<file path="src/rtl/fuse_wp_pkg.sv">
package fuse_wp_pkg;
  // Strobes from control to datapath
  typedef struct packed {
    logic blowEn;   // accepted blow this cycle
    logic scanEn;   // capture the flag of the scanned word
    logic hideMask; // force read data to zero
  } fuseStrb_t;
endpackage

</file>
<file path="src/rtl/fuse_wp_array.sv">
module fuse_wp_array #(
  parameter int NUM_WORDS = 16,
  parameter int WORD_W    = 32,
  localparam int AW = $clog2(NUM_WORDS)
) (
  input  logic              clk,
  input  logic              wrEn,
  input  logic [AW-1:0]     wrAddr,
  input  logic [WORD_W-1:0] wrMask,
  input  logic [AW-1:0]     rdAddrA,
  output logic [WORD_W-1:0] rdDataA,
  input  logic [AW-1:0]     flagAddr,
  output logic              flagBit
);
  // Behavioural fuse cells: sticky bits, unaffected by reset
  logic [WORD_W-1:0] cells [NUM_WORDS];

  initial begin
    for (int i = 0; i < NUM_WORDS; i++) cells[i] = '0;
  end

  always_ff @(posedge clk) begin
    if (wrEn) cells[wrAddr] <= cells[wrAddr] | wrMask;
  end

  assign rdDataA = cells[rdAddrA];
  assign flagBit = cells[flagAddr][WORD_W-1];

  AST_BLOW_SETS: assert property (@(posedge clk)
    wrEn |=> ((cells[$past(wrAddr)] & $past(wrMask)) == $past(wrMask)));
  AST_BITS_KEPT: assert property (@(posedge clk)
    wrEn |=> ((cells[$past(wrAddr)] & $past(cells[wrAddr])) == $past(cells[wrAddr])));
endmodule

</file>
<file path="src/rtl/fuse_wp_datapath.sv">
module fuse_wp_datapath
  import fuse_wp_pkg::*;
#(
  parameter int NUM_WORDS = 16,
  parameter int WORD_W    = 32,
  parameter int SYS_FLAGS = 5,
  parameter int USR_FLAGS = 4,
  localparam int AW = $clog2(NUM_WORDS)
) (
  input  logic              clk,
  input  logic              rstN,
  input  fuseStrb_t         strb,
  input  logic [AW-1:0]     scanAddr,
  input  logic [AW-1:0]     pgmAddr,
  input  logic [WORD_W-1:0] pgmMask,
  input  logic [AW-1:0]     rdAddr,
  output logic [WORD_W-1:0] rdData,
  output logic              sysLocked,
  output logic              usrLocked
);
  localparam int FLAG_BIT = WORD_W - 1;

  logic [WORD_W-1:0] wordA;
  logic              scanFlag;
  logic [SYS_FLAGS-1:0] sysFlags;
  logic [USR_FLAGS-1:0] usrFlags;

  fuse_wp_array #(.NUM_WORDS(NUM_WORDS), .WORD_W(WORD_W)) u_array (
    .clk     (clk),
    .wrEn    (strb.blowEn),
    .wrAddr  (pgmAddr),
    .wrMask  (pgmMask),
    .rdAddrA (rdAddr),
    .rdDataA (wordA),
    .flagAddr(scanAddr),
    .flagBit (scanFlag)
  );

  // Registered read, zeroed while hidden
  always_ff @(posedge clk or negedge rstN) begin
    if (!rstN)             rdData <= '0;
    else if (strb.hideMask) rdData <= '0;
    else                   rdData <= wordA;
  end

  // Shadow copies of the protect flags; system words are even, user words odd
  for (genvar i = 0; i < SYS_FLAGS; i++) begin : g_sysFlag
    localparam logic [AW-1:0] WIDX = AW'(2 * i);
    always_ff @(posedge clk or negedge rstN) begin
      if (!rstN) sysFlags[i] <= 1'b0;
      else if (strb.scanEn && scanAddr == WIDX) sysFlags[i] <= scanFlag;
      else if (strb.blowEn && pgmAddr == WIDX && pgmMask[FLAG_BIT]) sysFlags[i] <= 1'b1;
    end
  end

  for (genvar j = 0; j < USR_FLAGS; j++) begin : g_usrFlag
    localparam logic [AW-1:0] WIDX = AW'(2 * j + 1);
    always_ff @(posedge clk or negedge rstN) begin
      if (!rstN) usrFlags[j] <= 1'b0;
      else if (strb.scanEn && scanAddr == WIDX) usrFlags[j] <= scanFlag;
      else if (strb.blowEn && pgmAddr == WIDX && pgmMask[FLAG_BIT]) usrFlags[j] <= 1'b1;
    end
  end

  assign sysLocked = &sysFlags;
  assign usrLocked = &usrFlags;

  AST_READ_HIDDEN_ZERO: assert property (@(posedge clk) disable iff (!rstN)
    strb.hideMask |=> (rdData == '0));
  AST_NO_BLOW_LOCKED: assert property (@(posedge clk) disable iff (!rstN)
    strb.blowEn |-> !(pgmAddr[0] ? usrLocked : sysLocked));
  AST_SYS_LOCK_HOLDS: assert property (@(posedge clk) disable iff (!rstN)
    (sysLocked && !strb.scanEn) |=> sysLocked);
endmodule

</file>
<file path="src/rtl/fuse_wp_ctrl.sv">
module fuse_wp_ctrl
  import fuse_wp_pkg::*;
#(
  parameter int NUM_WORDS = 16,
  localparam int AW = $clog2(NUM_WORDS)
) (
  input  logic          clk,
  input  logic          rstN,
  input  logic          pgmReq,
  input  logic          pgmIsUser,
  input  logic          hideReq,
  input  logic          sysLocked,
  input  logic          usrLocked,
  output fuseStrb_t     strb,
  output logic [AW-1:0] scanAddr,
  output logic          ready,
  output logic          hidden,
  output logic          pgmAck,
  output logic          pgmErr
);
  localparam logic [AW-1:0] LAST_WORD = AW'(NUM_WORDS - 1);

  logic grpLocked;
  logic refuse;

  assign grpLocked = pgmIsUser ? usrLocked : sysLocked;
  assign refuse    = !ready || hidden || grpLocked;

  assign strb.blowEn   = pgmReq && !refuse;
  assign strb.scanEn   = !ready;
  assign strb.hideMask = hidden;

  always_ff @(posedge clk or negedge rstN) begin
    if (!rstN) begin
      scanAddr <= '0;
      ready    <= 1'b0;
      hidden   <= 1'b0;
      pgmAck   <= 1'b0;
      pgmErr   <= 1'b0;
    end else begin
      if (!ready) begin
        scanAddr <= scanAddr + 1'b1;
        if (scanAddr == LAST_WORD) ready <= 1'b1;
      end
      hidden <= hidden | hideReq;
      pgmAck <= pgmReq && !refuse;
      pgmErr <= pgmReq && refuse;
    end
  end

  AST_HIDE_STICKY: assert property (@(posedge clk) disable iff (!rstN)
    hidden |=> hidden);
  AST_NO_BLOW_SCAN: assert property (@(posedge clk) disable iff (!rstN)
    !ready |-> !strb.blowEn);
  AST_ACK_ERR_EXCL: assert property (@(posedge clk) disable iff (!rstN)
    !(pgmAck && pgmErr));
  AST_REQ_ANSWERED: assert property (@(posedge clk) disable iff (!rstN)
    pgmReq |=> (pgmAck || pgmErr));
endmodule

</file>
<file path="src/rtl/fuse_wp_top.sv">
module fuse_wp_top
  import fuse_wp_pkg::*;
#(
  parameter int NUM_WORDS = 16,
  parameter int WORD_W    = 32,
  parameter int SYS_FLAGS = 5,
  parameter int USR_FLAGS = 4,
  localparam int AW = $clog2(NUM_WORDS)
) (
  input  logic              clk,
  input  logic              rstN,
  input  logic [AW-1:0]     rdAddr,
  output logic [WORD_W-1:0] rdData,
  input  logic              pgmReq,
  input  logic [AW-1:0]     pgmAddr,
  input  logic [WORD_W-1:0] pgmMask,
  input  logic              hideReq,
  output logic              hidden,
  output logic              ready,
  output logic              sysLocked,
  output logic              usrLocked,
  output logic              pgmAck,
  output logic              pgmErr
);
  fuseStrb_t     strb;
  logic [AW-1:0] scanAddr;

  initial begin
    assert (NUM_WORDS >= 2 * SYS_FLAGS && NUM_WORDS >= 2 * USR_FLAGS)
      else $error("flag words do not fit in the array");
  end

  fuse_wp_ctrl #(.NUM_WORDS(NUM_WORDS)) u_ctrl (
    .clk      (clk),
    .rstN     (rstN),
    .pgmReq   (pgmReq),
    .pgmIsUser(pgmAddr[0]),
    .hideReq  (hideReq),
    .sysLocked(sysLocked),
    .usrLocked(usrLocked),
    .strb     (strb),
    .scanAddr (scanAddr),
    .ready    (ready),
    .hidden   (hidden),
    .pgmAck   (pgmAck),
    .pgmErr   (pgmErr)
  );

  fuse_wp_datapath #(
    .NUM_WORDS(NUM_WORDS), .WORD_W(WORD_W),
    .SYS_FLAGS(SYS_FLAGS), .USR_FLAGS(USR_FLAGS)
  ) u_dp (
    .clk      (clk),
    .rstN     (rstN),
    .strb     (strb),
    .scanAddr (scanAddr),
    .pgmAddr  (pgmAddr),
    .pgmMask  (pgmMask),
    .rdAddr   (rdAddr),
    .rdData   (rdData),
    .sysLocked(sysLocked),
    .usrLocked(usrLocked)
  );
endmodule

</file>
<file path="config.mk">
export PLATFORM = sky130hd
export DESIGN_NAME = fuse_wp_top
export DESIGN_NICKNAME = d
export VERILOG_FILES = /design/src/rtl/fuse_wp_pkg.sv /design/src/rtl/fuse_wp_array.sv /design/src/rtl/fuse_wp_datapath.sv /design/src/rtl/fuse_wp_ctrl.sv /design/src/rtl/fuse_wp_top.sv
export SDC_FILE = /design/constraint.sdc
export NUM_CORES = 1
export LEC_CHECK = 0
export BUFFER_PORTS_ARGS = -buffer_cell sky130_fd_sc_hd__buf_2
export CORE_MARGIN = 2
export CORE_UTILIZATION = 50
export CTS_CLUSTER_SIZE = 20
export DETAILED_ROUTE_END_ITERATION = 10
export PLACE_DENSITY_LB_ADDON = 0.2
export SLEW_MARGIN = 5
export SYNTH_ARGS = -nofsm -noshare
export SYNTH_HDL_FRONTEND = slang
export SYNTH_SLANG_ARGS = --single-unit
</file>
<file path="constraint.sdc">
create_clock -name clk -period 12.74 [get_ports clk]
set_input_delay 1.911 -clock clk [delete_from_list [all_inputs] [get_ports clk]]
set_output_delay 1.911 -clock clk [all_outputs]
set_load 0.005 [all_outputs]
</file>
==> flow_metrics.env, run 1 <==
export IMPL_first_iter_violations=1554
export IMPL_synth_area_top_cells="edfxtp_1 60%, mux2i_1 14%, dfrtp_1 4.8%"
export IMPL_multi_input_area_mm2=0.008736
export IMPL_r2r_start="u_ctrl.hidden"
export IMPL_worstPathRequired_ns=13.01
export IMPL_dp_cells=2388
export IMPL_ys_types=42
export IMPL_yosysTopAreaCell="edfxtp_1"
export IMPL_placed_cell_area_mm2=0.02708
export IMPL_syn_num_nets=1740
export IMPL_relSlewSlack_pct=23.98
export IMPL_reg2reg_depth=5
export IMPL_ant_nets=0
export IMPL_instances_no_fill=2500
export IMPL_std_cell_rows=83
export IMPL_gp_congestion=0.8117
export IMPL_place_hpwl_um=37470
export IMPL_min_period_ns=4.978
export IMPL_p_leak_nw=10.52
export IMPL_ios=82
export IMPL_ys_ff_latch=561
export IMPL_first_global_vias=16170
export IMPL_port_buffers=81
export IMPL_clkSlewWorstSetupHoldPaths_ns=0.06
export IMPL_slew_viol_final=0
export IMPL_worst_slew_pin_slew_ns=1.140
export IMPL_synth_edf_count=512
export IMPL_grt_first_pass_wirelength_um=103000
export IMPL_startpoint_type="input port"
export IMPL_min_path_cells=1
export IMPL_hold_violations=0
export IMPL_r2r_end="u_dp.u_array.cells[7][27]"
export IMPL_p_per_area_mw_per_mm2=138.6
export IMPL_antenna_found_initial=1
export IMPL_core_mm2=0.05109
export IMPL_rsz0062_at_grt="no"
export IMPL_fp_dieH_um=231.0
export IMPL_clk_path_buf_depth=3
export IMPL_fin_area_mm2=0.02908
export IMPL_hold_path_class="reg2reg"
export IMPL_worstPathMaxFanout=113
export IMPL_globalRouteTotalUtil_pct=26.32
export IMPL_ff_latch_area_mm2=0.01660
export IMPL_gr_total_overflow=0
export IMPL_holdCritStartpoint="u_ctrl.scanAddr[3]"
export IMPL_drv_cap=0
export IMPL_postSynthCellCount=1692
export IMPL_cp_arrival_ns=5.25
export IMPL_path_class="in2reg"
export IMPL_fin_crit_sh_pct=39.08
export IMPL_routedWlPerCell_um=28.32
export IMPL_grt_max_degree=114
export IMPL_fmax_mhz=200.9
export IMPL_timing_final_setup_violations=0
export IMPL_cts_setup_buffers=0
export IMPL_status="finished clean"
export IMPL_yosysSeqAreaShare_pct=64.42
export IMPL_peakVddDrop_mv=0.1022
export IMPL_numCtsBuffers=59
export IMPL_drtPass1Iterations=5
export IMPL_drcViolationCount=0
export IMPL_ys_warn_count=0
export IMPL_synth_top_area_share_pct=59.66
export IMPL_num_vias=16110
export IMPL_cts_resized=0
export IMPL_skew_ns=0.01555
export IMPL_clk_latency_ns=0.63
export IMPL_nFillCells=3982
export IMPL_final_nets=1817
export IMPL_start_util_pct=50.44
export IMPL_min_to="u_ctrl.scanAddr[3]"
export IMPL_avgSynthCellArea_um2=15.23
export IMPL_die_x_um=231.0
export IMPL_synth_async_reset_ratio_pct=8.734
export IMPL_routed_wl_um=70790
export IMPL_end_kind="flip-flop"
export IMPL_antenna_cells=0
export IMPL_clockRootBuffer="clkbuf_16"
export IMPL_vias_per_cell=6.444
export IMPL_ff2ff_setup_slack_ns=9.46
export IMPL_die_area_mm2=0.05337
export IMPL_syn_to_final_growth_pct=12.83
export IMPL_synth_area_mm2=0.02577
export IMPL_synthFlopType="edfxtp_1"
export IMPL_drive_above_1_share_pct=21.37
export IMPL_setup_tns_ns=0
export IMPL_htreeDepth=2
export IMPL_numClockSinks=561
export IMPL_cts_tree="built"
export IMPL_cts_hold_buf=0
-- layout by cell type, fill, tap and decap left out, drive strengths merged, types with 35 or more instances in the layout --
master / n
edfxtp: 512
mux2i: 353
buf: 141
a22oi: 128
mux2: 98
clkbuf: 89
nand2: 80
nand3: 65
o21ai: 64
dfrtp: 49
mux4: 35
-- Yosys cell counts (5+ instances only) --
cell and n:
a211oi_1 32, a21oi_1 8, a22oi_1 128, a31oi_1 5, buf_1 7, buf_2 61, clkbuf_1 52, dfrtp_1 49
edfxtp_1 512, inv_1 5, mux2_2 98, mux2i_1 353, mux4_2 35, nand2_1 80, nand3_1 65, nor2_1 21
nor2b_1 7, o21ai_0 54, o21ai_1 10, o221ai_1 32, o22ai_1 32
-- report_power, final --
| part | internal, mW | total [mW] | switching [mW] | leakage, nW |
|---|---|---|---|---|
| registers | 2.03 | 2.03 | 0.0000358 | 5.19 |
| clock network | 1.04 | 1.75 | 0.710 | 0.964 |
| logic | 0.0917 | 0.257 | 0.165 | 4.36 |
-- stage by stage --
| stage | util (%) | setup WS (ns) | total power, mW | hold WS, ns |
|---|---|---|---|---|
| 5_1_grt | 56.91 | 7.645 | 4.140 | 0.5664 |
| 4_1_cts | 56.91 | 7.716 | 4.053 | 0.5492 |
| 2_1_floorplan | - | 7.266 | 2.233 | 0.5058 |
| 6_report | 56.91 | 7.762 | 4.030 | 0.5511 |
| 3_3_place_gp | 53.01 | 7.256 | 2.313 | 0.5384 |
| 3_5_place_dp | 53.01 | 7.060 | 2.318 | 0.5381 |
-- worst max-delay path: stages --
cell and delay (ns):
buf_8 0.72, buf_4 0.87, nand2_1 0.43, nor2_4 0.67
buf_4 0.50
-- worst max-delay path by stage --
stage | startpoint | to | depth (start not counted)
floorplan | pgmReq | u_dp.u_array.cells[12][0] | 3
global placement | pgmAddr[0] | u_dp.u_array.cells[0][10] | 5
detailed placement | pgmAddr[0] | u_dp.u_array.cells[10][13] | 5
CTS | pgmAddr[0] | u_dp.u_array.cells[11][13] | 5
global route | pgmAddr[1] | u_dp.u_array.cells[7][27] | 5
finish | pgmAddr[1] | u_dp.u_array.cells[7][27] | 5
-- kinds of logic after synthesis --
family	share of synthesized area, %
AOI/OAI and AO/OA	8.273
adders and majority gates	0.1942
buffers and inverters	2.292
DFF	64.42
and+or+nand+nor	3.666
muxes	21.05
xor gates and xnor gates	0.1020
-- final cells by class --
type,count,share of cell area [%]
clock buffers,89,5.809
clock inverters,23,1.041
inverters,5,0.06455
multi-input cells,1001,30.04
flip-flops and latches,561,57.09
well taps,680,2.926
repair buffers,141,3.021
-- metal layers --
layer	routed length (um)	track usage [%]	share of wire (%)	vias up
met5	7	0	0.0099	-
met4	2516	10.04	3.6	2
met3	5729	4.158	8.1	177
met2	32720	41.64	46	798
met1	29820	36.91	42	8176
li1	-	-	-	6957
-- state kept, by name, indices dropped and copies added, names as in the netlist --
signal,flops
u_dp.sysFlags,5
u_ctrl.pgmAck,1
u_ctrl.ready,1
u_dp.usrFlags,4
u_ctrl.pgmErr,1
u_dp.rdData,32
u_dp.u_array.cells,512
u_ctrl.scanAddr,4
u_ctrl.hidden,1
Power figures use the tool's default switching activity.
==> run 2: changes to the inputs <==
Clock period 12.74 ns to 4.63 ns, I/O delays scaled along.
==> flow_metrics.env, run 2 (same netlist as run 1, synthesis figures left out) <==
export IMPL_status="finished clean"
export IMPL_cp_cell_sequence="nand3b_1, a311oi_2, buf_4, nand2_1, nor2_4, buf_4"
export IMPL_cp_slowest_cell="nor2_4"
export IMPL_fmax_mhz=332.1
export IMPL_routed_wl_um=70210
export IMPL_drtPass1Iterations=6
export IMPL_final_common_cell="edfxtp_1"
export IMPL_p_per_area_mw_per_mm2=368.9
export IMPL_fin_crit_sh_pct=65.03
export IMPL_final_cell_mix="512 x edfxtp_1, 353 x mux2i_1, 128 x a22oi_1, 98 x mux2_2, 80 x nand2_1"
export IMPL_reg2reg_depth=6
export IMPL_drive_above_1_share_pct=22.26
export IMPL_relSlewSlack_pct=23.97
export IMPL_port_buffers=81
export IMPL_cts_tree="built"
export IMPL_die_area_mm2=0.05337
export IMPL_top_regs="u_dp.u_array.cells: 512 flops, u_dp.rdData: 32 flops, u_dp.sysFlags: 5 flops"
export IMPL_cp_arrival_ns=3.29
export IMPL_power_mw=10.76
export IMPL_startpoint_type="flip-flop"
export IMPL_globalRouteTotalUtil_pct=26.27
export IMPL_htreeDepth=2
export IMPL_worst_path_buf_inv=2
export IMPL_critPathTopFamily="simple AND/OR/NAND/NOR gates"
export IMPL_ios=82
export IMPL_dpl_worst_slack_ns=1.033
export IMPL_vias_per_cell=6.443
export IMPL_hold_violations=0
export IMPL_timing_final_setup_violations=0
export IMPL_first_global_vias=16310
export IMPL_final_nets=1836
export IMPL_worstPathRequired_ns=4.91
export IMPL_clockRootBuffer="clkbuf_16"
export IMPL_grt_max_degree=108
export IMPL_largest_reg_flops=512
export IMPL_cp_depth=6
export IMPL_setup_ws_ns=1.619
export IMPL_drv_cap=0
export IMPL_slowest_delay_ns=0.69
export IMPL_path_class="reg2reg"
export IMPL_nFillCells=4013
export IMPL_antenna_found_initial=0
export IMPL_fp_dieH_um=231.0
export IMPL_grt_first_pass_wirelength_um=103300
export IMPL_fin_hold_ws_ns=0.09240
export IMPL_numClockSinks=561
export IMPL_crit_top_cell="buf_4"
export IMPL_die_x_um=231.0
export IMPL_clkSlewWorstSetupHoldPaths_ns=0.06
export IMPL_cts_hold_buf=0
export IMPL_gp_congestion=0.8207
export IMPL_antenna_cells=0
export IMPL_setup_tns_ns=0
export IMPL_fin_util_pct=57.06
export IMPL_numCtsBuffers=57
export IMPL_cts_resized=0
export IMPL_worst_slew_pin_slew_ns=1.140
export IMPL_num_vias=16220
export IMPL_largest_register="u_dp.u_array.cells"
export IMPL_first_iter_violations=1643
export IMPL_end_kind="flip-flop"
export IMPL_start_util_pct=50.44
export IMPL_gr_total_overflow=0
export IMPL_p_leak_nw=10.59
export IMPL_place_hpwl_um=39210
export IMPL_slew_viol_final=0
export IMPL_multi_input_area_mm2=0.008737
export IMPL_core_mm2=0.05109
export IMPL_ant_nets=0
export IMPL_worstPathMaxFanout=14
export IMPL_skew_ns=0.01691
export IMPL_cts_setup_buffers=0
export IMPL_min_period_ns=3.011
export IMPL_peakVddDrop_mv=0.2966
export IMPL_syn_to_final_growth_pct=13.13
export IMPL_hold_path_class="in2async"
export IMPL_drcViolationCount=0
export IMPL_clk_latency_ns=0.61
export IMPL_routedWlPerCell_um=27.89
export IMPL_ff_latch_area_mm2=0.01660
export IMPL_rsz0062_at_grt="no"
export IMPL_clk_path_buf_depth=3
export IMPL_std_cell_rows=83
[run 2: cell type report]
cell class / instances / area share (%)
Clock inverter: 18 / 0.5107
Multi-Input combinational cell: 1001 / 29.97
Inverter: 5 / 0.06438
Sequential cell: 561 / 56.94
Clock buffer: 90 / 5.738
Timing Repair Buffer: 162 / 3.854
Tap cell: 680 / 2.918
[run 2: routing by layer]
layer	track usage, %	up-vias	wire, um
met5	0	-	0
met2	42.45	674	33200
met4	8.105	0	1985
met3	4.405	140	4920
li1	-	6976	-
met1	36.67	8427	30110
[run 2: worst paths after layout]
path,startpoint,slack (ns),to
worst min register to register,u_ctrl.scanAddr[3],0.56,u_ctrl.scanAddr[3]
worst max register to register,u_ctrl.hidden,1.62,u_dp.u_array.cells[10][25]
worst min-delay path,rstN,0.09,u_dp.rdData[1]
min in group clk,hideReq,0.29,u_ctrl.hidden
worst max-delay path,u_ctrl.hidden,1.62,u_dp.u_array.cells[10][25]
max in group asynchronous,rstN,3.63,u_dp.rdData[25]
[run 2: power by group]
part           internal, mW  switching, mW  total, mW  leakage (nW)
registers              5.57      0.0000855       5.57          5.19
logic                 0.263          0.458      0.721          4.50
clock network          2.59           1.88       4.46         0.900
[run 2: metrics by stage]
step           cells  area [um^2]
4_1_cts         2517        29150
3_3_place_gp    2409        27330
2_1_floorplan   1692        25770
3_5_place_dp    2409        27330
5_1_grt         2517        29150
6_report        2517        29150
